==> src/rtl/nand_rd_pkg.sv <==
package nand_rd_pkg;
  typedef enum logic [1:0] {
    RD_IDLE   = 2'd0,
    RD_LOAD   = 2'd1,
    RD_STREAM = 2'd2
  } rd_state_e;
endpackage

==> src/rtl/nand_rd_loadtimer.sv <==
module nand_rd_loadtimer #(
  parameter int T_LOAD = 12
) (
  input  logic clk,
  input  logic rst_n,
  input  logic run,
  output logic done
);
  localparam int CW = $clog2(T_LOAD + 1);
  localparam logic [CW-1:0] LAST = CW'(T_LOAD - 1);

  logic [CW-1:0] cnt_q;

  always_ff @(posedge clk or negedge rst_n) begin
    if (!rst_n)           cnt_q <= '0;
    else if (!run)        cnt_q <= '0;
    else if (cnt_q != LAST) cnt_q <= cnt_q + 1'b1;
  end

  assign done = run && (cnt_q == LAST);

  // the transfer time is only met after the engine has been loading
  p_done_after_run_r2: assert property (@(posedge clk) disable iff (!rst_n)
    (done && T_LOAD > 1) |-> $past(run));
endmodule

==> src/rtl/nand_rd_pagebuf.sv <==
module nand_rd_pagebuf #(
  parameter int DATA_W = 8,
  parameter int COL_W  = 3
) (
  input  logic              clk,
  input  logic              rst_n,
  input  logic              clear,
  input  logic              wr_en,
  input  logic [DATA_W-1:0] wr_data,
  input  logic [COL_W-1:0]  rd_col,
  output logic              full,
  output logic [DATA_W-1:0] rd_word
);
  localparam int DEPTH = 1 << COL_W;

  logic [COL_W:0]      idx_q;
  logic [DATA_W-1:0]   mem [DEPTH];

  always_ff @(posedge clk or negedge rst_n) begin
    if (!rst_n)              idx_q <= '0;
    else if (clear)          idx_q <= '0;
    else if (wr_en && !full) idx_q <= idx_q + 1'b1;
  end

  assign full = (idx_q == (COL_W+1)'(DEPTH));

  for (genvar w = 0; w < DEPTH; w++) begin : g_word
    always_ff @(posedge clk) begin
      if (wr_en && !full && idx_q[COL_W-1:0] == COL_W'(w))
        mem[w] <= wr_data;
    end
  end

  assign rd_word = mem[rd_col];

  // the array never pushes a word into a complete page
  p_fill_no_overrun_r2: assert property (@(posedge clk) disable iff (!rst_n)
    wr_en |-> !full);
endmodule

==> src/rtl/nand_rd_ceguard.sv <==
module nand_rd_ceguard #(
  parameter int CE_HOLD = 4
) (
  input  logic clk,
  input  logic rst_n,
  input  logic ce_n,
  output logic expired
);
  localparam int HW = $clog2(CE_HOLD + 1);
  localparam logic [HW-1:0] LIM = HW'(CE_HOLD);

  logic [HW-1:0] hi_q;

  always_ff @(posedge clk or negedge rst_n) begin
    if (!rst_n)          hi_q <= '0;
    else if (!ce_n)      hi_q <= '0;
    else if (hi_q != LIM) hi_q <= hi_q + 1'b1;
  end

  assign expired = ce_n && (hi_q == LIM);

  // expiry needs chip-enable to have been high on the edge before
  p_expire_needs_hold_r7: assert property (@(posedge clk) disable iff (!rst_n)
    expired |-> $past(ce_n));
endmodule

==> src/rtl/nand_seq_read.sv <==
module nand_seq_read
  import nand_rd_pkg::*;
#(
  parameter int ROW_W   = 8,
  parameter int COL_W   = 3,
  parameter int DATA_W  = 8,
  parameter int BLK_W   = 5,
  parameter int T_LOAD  = 12,
  parameter int CE_HOLD = 4
) (
  input  logic              clk,
  input  logic              rst_n,
  input  logic              start,
  input  logic [ROW_W-1:0]  start_row,
  input  logic [COL_W-1:0]  start_col,
  input  logic              seq_inhibit,
  input  logic              ce_n,
  input  logic              rd_strobe,
  output logic              rd_avail,
  output logic [DATA_W-1:0] rd_data,
  output logic              rdy_busy,
  output logic              ld_req,
  output logic [ROW_W-1:0]  ld_row,
  input  logic              ld_ack,
  input  logic              fill_valid,
  input  logic [DATA_W-1:0] fill_data,
  output logic              fill_ready
);
  localparam int PAGE_WORDS = 1 << COL_W;
  localparam logic [COL_W-1:0] LAST_COL = COL_W'(PAGE_WORDS - 1);
  localparam logic [BLK_W-1:0] BLK_LAST = '1;
  localparam int LOW_W = $clog2(T_LOAD + 2);

  rd_state_e          state_q;
  logic [ROW_W-1:0]   row_q;
  logic [COL_W-1:0]   col_q;
  logic               at_end_q;
  logic               req_q;
  logic               acked_q;
  logic [DATA_W-1:0]  data_q;

  logic               tmr_done;
  logic               buf_full;
  logic [DATA_W-1:0]  buf_word;
  logic               ce_expired;
  logic               loading;
  logic               take_cmd;
  logic               strobe_ok;
  logic               blk_end;

  assign loading   = (state_q == RD_LOAD);
  assign take_cmd  = start && !loading;
  assign strobe_ok = (state_q == RD_STREAM) && rd_strobe && !ce_n;
  assign blk_end   = (row_q[BLK_W-1:0] == BLK_LAST);

  nand_rd_loadtimer #(.T_LOAD(T_LOAD)) u_timer (
    .clk  (clk),
    .rst_n(rst_n),
    .run  (loading),
    .done (tmr_done)
  );

  nand_rd_pagebuf #(.DATA_W(DATA_W), .COL_W(COL_W)) u_buf (
    .clk    (clk),
    .rst_n  (rst_n),
    .clear  (!loading),
    .wr_en  (fill_valid && fill_ready),
    .wr_data(fill_data),
    .rd_col (col_q),
    .full   (buf_full),
    .rd_word(buf_word)
  );

  nand_rd_ceguard #(.CE_HOLD(CE_HOLD)) u_ce (
    .clk    (clk),
    .rst_n  (rst_n),
    .ce_n   (ce_n),
    .expired(ce_expired)
  );

  always_ff @(posedge clk or negedge rst_n) begin
    if (!rst_n) begin
      state_q  <= RD_IDLE;
      row_q    <= '0;
      col_q    <= '0;
      at_end_q <= 1'b0;
      req_q    <= 1'b0;
      acked_q  <= 1'b0;
      data_q   <= '0;
    end else if (take_cmd) begin
      state_q  <= RD_LOAD;
      row_q    <= start_row;
      col_q    <= start_col;
      at_end_q <= 1'b0;
      req_q    <= 1'b1;
      acked_q  <= 1'b0;
    end else begin
      unique case (state_q)
        RD_LOAD: begin
          if (req_q && ld_ack) begin
            req_q   <= 1'b0;
            acked_q <= 1'b1;
          end
          if (tmr_done && buf_full) state_q <= RD_STREAM;
        end
        RD_STREAM: begin
          if (ce_expired) begin
            state_q <= RD_IDLE;
          end else if (strobe_ok) begin
            if (!at_end_q) begin
              data_q <= buf_word;
              if (col_q == LAST_COL) at_end_q <= 1'b1;
              else                   col_q    <= col_q + 1'b1;
            end else if (seq_inhibit || blk_end) begin
              state_q <= RD_IDLE;
            end else begin
              state_q  <= RD_LOAD;
              row_q    <= row_q + 1'b1;
              col_q    <= '0;
              at_end_q <= 1'b0;
              req_q    <= 1'b1;
              acked_q  <= 1'b0;
            end
          end
        end
        default: ;
      endcase
    end
  end

  assign rd_avail   = (state_q == RD_STREAM);
  assign rd_data    = data_q;
  assign rdy_busy   = !loading;
  assign ld_req     = req_q;
  assign ld_row     = row_q;
  assign fill_ready = loading && acked_q && !buf_full;

  // Consecutive busy cycles, kept for the busy-length property
  logic [LOW_W-1:0] low_cnt_q;
  always_ff @(posedge clk or negedge rst_n) begin
    if (!rst_n)                    low_cnt_q <= '0;
    else if (rdy_busy)             low_cnt_q <= '0;
    else if (low_cnt_q != '1)      low_cnt_q <= low_cnt_q + 1'b1;
  end

  // ready never returns before the full transfer time
  p_busy_min_r2: assert property (@(posedge clk) disable iff (!rst_n)
    $rose(rdy_busy) |-> (low_cnt_q >= LOW_W'(T_LOAD)));

  // nothing is handed out while a page is loading
  p_busy_holds_data_r4: assert property (@(posedge clk) disable iff (!rst_n)
    !rdy_busy |=> $stable(rd_data));

  // the output word only moves after an accepted strobe
  p_data_on_strobe_r3: assert property (@(posedge clk) disable iff (!rst_n)
    !$stable(rd_data) |-> $past(rd_strobe && !ce_n && rd_avail));

  // a chained load never wraps into the next block
  p_no_block_cross_r6: assert property (@(posedge clk) disable iff (!rst_n)
    ($rose(ld_req) && !$past(start)) |-> (ld_row[BLK_W-1:0] != '0));

  // chaining is not started while inhibited
  p_inhibit_blocks_chain_r8: assert property (@(posedge clk) disable iff (!rst_n)
    ($rose(ld_req) && !$past(start)) |-> !$past(seq_inhibit));

  // a request is held until the array takes it
  p_req_hold_r9: assert property (@(posedge clk) disable iff (!rst_n)
    (ld_req && !ld_ack) |=> ld_req);
endmodule

==> config.mk <==
export PLATFORM = sky130hd
export DESIGN_NAME = nand_seq_read
export DESIGN_NICKNAME = d
export VERILOG_FILES = /design/src/rtl/nand_rd_pkg.sv /design/src/rtl/nand_rd_loadtimer.sv /design/src/rtl/nand_rd_pagebuf.sv /design/src/rtl/nand_rd_ceguard.sv /design/src/rtl/nand_seq_read.sv
export SDC_FILE = /design/constraint.sdc
export NUM_CORES = 1
export LEC_CHECK = 0
export BUFFER_PORTS_ARGS = -buffer_cell sky130_fd_sc_hd__buf_2
export CORE_MARGIN = 4
export CORE_UTILIZATION = 29
export DETAILED_ROUTE_END_ITERATION = 7
export GPL_TIMING_DRIVEN = 0
export HOLD_SLACK_MARGIN = 0.08
export REMOVE_ABC_BUFFERS = 1
export SLEW_MARGIN = 20
export SYNTH_ARGS = -nofsm -noshare
export SYNTH_HDL_FRONTEND = slang
export SYNTH_SLANG_ARGS = --single-unit
==> constraint.sdc <==
create_clock -name clk -period 2.7 [get_ports clk]
set_input_delay 0.54 -clock clk [delete_from_list [all_inputs] [get_ports clk]]
set_output_delay 0.54 -clock clk [all_outputs]
set_load 0.01 [all_outputs]
==> impl_metrics.env <==
export IMPL_outcome="finished, final reports clean"
export IMPL_cp_slowest_cell="nor2_1"
export IMPL_insertion_delay_ns=0.34
export IMPL_critical_path_buf_inv_count=1
export IMPL_max_freq_mhz=413
export IMPL_dp_slack_ns=0.223
export IMPL_critPathMaxStageDelay_ns=0.79
export IMPL_vias=2520
export IMPL_drive_gt1_frac=0.250
export IMPL_rsz0062_at_grt="false"
export IMPL_static_leakage_power_nw=1.95
export IMPL_rows=44
export IMPL_via_per_inst=4.70
export IMPL_async_reset_ff_frac=0.354
export IMPL_setup_violations_final=0
export IMPL_overflow=0
export IMPL_tightest_slew_ns=0.902
export IMPL_clock_skew_final_ns=0.0107
export IMPL_core_mm2=0.0147
export IMPL_cts_buffers=9
export IMPL_maxSlewViolCount=0
export IMPL_yosysTopAreaCell="edfxtp_1"
export IMPL_post_cts_buffers=0
export IMPL_cp_required_ns=2.66
export IMPL_cp_max_fo=11
export IMPL_syn_area_per_cell_um2=14.5
export IMPL_area_delta_synth_final_pct=16.2
export IMPL_ir_worst_vdd_uv=383
export IMPL_h_tree_depth=3
export IMPL_ant_nets=0
export IMPL_yosys_warnings=0
export IMPL_finalWorstSetupSlack_ns=0.277
export IMPL_synth_most_common_cell="edfxtp_1"
export IMPL_diodes=0
export IMPL_die_x_um=131
export IMPL_grt_max_degree=36
export IMPL_syn_area_mm2=0.00439
export IMPL_clk_pin_slew_ns=0.07
export IMPL_startpoint_type="flip-flop"
export IMPL_fin_nets=390
export IMPL_ys_flop_type="edfxtp_1"
export IMPL_synth_top_area_share=0.438
export IMPL_routed_wl_mm=8.59
export IMPL_clockBufferDepth=2
export IMPL_dp_cells=520
export IMPL_finalNonFillerCells=536
export IMPL_antenna_found_initial=2
export IMPL_totalNegativeSetupSlack_ns=0
export IMPL_drtIter0Drc=150
export IMPL_grt_use_total=0.106
export IMPL_synth_area_leaders="edfxtp_1 (44%), dfrtp_1 (20%), mux4_2 (8.2%)"
export IMPL_post_cts_resized=0
export IMPL_cp_arrival_ns=2.39
export IMPL_place_gp_congestion=0.771
export IMPL_cellPowerDensity_mw_per_mm2=953
export IMPL_die_h_um=131
export IMPL_wl_per_cell_um=16.0
export IMPL_critPathTopFamily="simple AND/OR/NAND/NOR gates"
export IMPL_drv_cap=0
export IMPL_clock_sinks=99
export IMPL_num_io_pins=47
export IMPL_hold_path_class="in -> async"
export IMPL_finalHoldViolCount=0
export IMPL_crit_type="reg -> reg"
export IMPL_synth_commonest_cells="edfxtp_1 (64), dfrtp_1 (35), nor2_1 (18), inv_1 (17), nand2_1 (17)"
export IMPL_grt_pass1_vias=2609
export IMPL_synth_edff_count=64
export IMPL_post_route_min_period_ns=2.42
export IMPL_dr_pass1_iters=4
export IMPL_yosysSeqAreaShare=0.638
export IMPL_portBuffers=46
export IMPL_finalCritPeriodShare=0.898
export IMPL_cp_cell_sequence="inv_1, ha_1, nand4_1, nor2_1"
export IMPL_root_buffer="clkbuf_16"
export IMPL_slew_headroom=0.396
export IMPL_dpl_hpwl_mm=5.77
export IMPL_synthCells=302
export IMPL_nFillCells=1378
export IMPL_route_detailed_drc=0
export IMPL_postCtsHoldBufs=0
export IMPL_tritoncts="done"
export IMPL_synth_cell_types=45
export IMPL_start_util=0.298
export IMPL_grt_pass1_wl_mm=13.8
export IMPL_endpoint_kind="flip-flop"
export IMPL_yosys_register_bits=99
export IMPL_dieArea_mm2=0.0172
## report_power, final
group	leakage (nW)	switching, mW	internal, mW
clock network	0.142	0.587	0.669
logic	0.796	0.690	0.706
registers	1.01	0.346	1.86
total	1.95	1.62	3.24
## cell usage in the layout (no fill, tap or decap), types with 2 or more instances in the layout
| cell | n |
|---|---|
| edfxtp_1 | 64 |
| buf_2 | 46 |
| dfrtp_1 | 34 |
| nor2_1 | 18 |
| inv_1 | 17 |
| nand2_1 | 17 |
| mux4_2 | 16 |
| ha_1 | 16 |
| mux2i_1 | 13 |
| a21oi_1 | 13 |
| o21ai_0 | 12 |
| nand3_1 | 10 |
| clkbuf_16 | 9 |
| and2_1 | 7 |
| xnor2_1 | 5 |
| nor3_1 | 4 |
| and3_1 | 3 |
| nand4_1 | 3 |
| nand2b_1 | 3 |
| nor3b_1 | 3 |
| a31oi_1 | 3 |
| xor2_1 | 3 |
| inv_6 | 3 |
| nand3b_1 | 2 |
| nor4_4 | 2 |
| o21ai_1 | 2 |
## sequential cells by signal (all words and copies together), names as in the netlist
register	flops
acked_q	1
at_end_q	1
col_q	3
ld_req	1
ld_row	8
rd_data	8
state_q	2
u_buf.idx_q	4
u_buf.mem	64
u_ce.hi_q	3
u_timer.cnt_q	4
## layout make-up
class	instances	area [um2]	share of cell area
Clock inverter	6	53.8	0.0106
Inverter	17	63.8	0.0125
Multi-Input combinational cell	173	1470	0.288
Clock buffer	10	239	0.0469
Timing Repair Buffer	47	241	0.0474
Sequential cell	99	2800	0.549
Tap cell	184	230	0.0452
## logic make-up after synthesis
logic type,after synthesis,share of synthesized area
muxes,31,0.117
AOI/OAI and AO/OA,39,0.0539
DFF,99,0.638
adders and majority gates,16,0.0456
buffers and inverters,30,0.0288
and+or+nand+nor,79,0.101
xor gates and xnor gates,8,0.0160
## per-layer routing
| layer | GRT usage | up-vias | wire length, um |
|---|---|---|---|
| met5 | 0 | - | 20 |
| met4 | 0.0375 | 4 | 142 |
| met3 | 0.0366 | 13 | 466 |
| met2 | 0.176 | 37 | 4390 |
| met1 | 0.130 | 1259 | 3560 |
| li1 | - | 1207 | - |
## per-stage QoR
step / util / power, mW / hold WS [ns] / area, um2
after global routing: 0.347 / 5.17 / 0.392 / 5100
after detailed placement: 0.326 / 3.67 / 0.516 / 4800
after global placement: 0.325 / 3.61 / 0.508 / 4780
after floorplan: - / 3.16 / 0.244 / 4320
final: 0.347 / 4.86 / 0.322 / 5100
after CTS: 0.346 / 4.92 / 0.343 / 5090
## final timing paths
| kind | endpoint | cells past startpoint | from | slack, ns |
|---|---|---|---|---|
| min reg2reg | rd_data[4]$_DFFE_PN0P_ | 2 | rd_data[4]$_DFFE_PN0P_ | 0.52 |
| min in group clk | ld_row[6]$_DFFE_PN0P_ | 3 | start_row[6] | 0.40 |
| max reg2reg | u_buf.mem[7][2]$_DFFE_PP_ | 4 | state_q[1]$_DFFE_PN0P_ | 0.28 |
| min | u_ce.hi_q[0]$_DFFE_PN0P_ | 1 | rst_n | 0.32 |
| max | u_buf.mem[7][2]$_DFFE_PP_ | 4 | state_q[1]$_DFFE_PN0P_ | 0.28 |
| max in group asynchronous | col_q[0]$_DFFE_PN0P_ | 1 | rst_n | 1.76 |
## worst register-to-register path, delay by kind of cell, from the launching register on
kind / cells / cell delay (ns)
buffers and inverters: 1 / 0.11
DFF: 1 / 0.40
and+or+nand+nor: 2 / 1.14
adders and majority gates: 1 / 0.40
No activity file was read; power rests on OpenSTA's default activity.
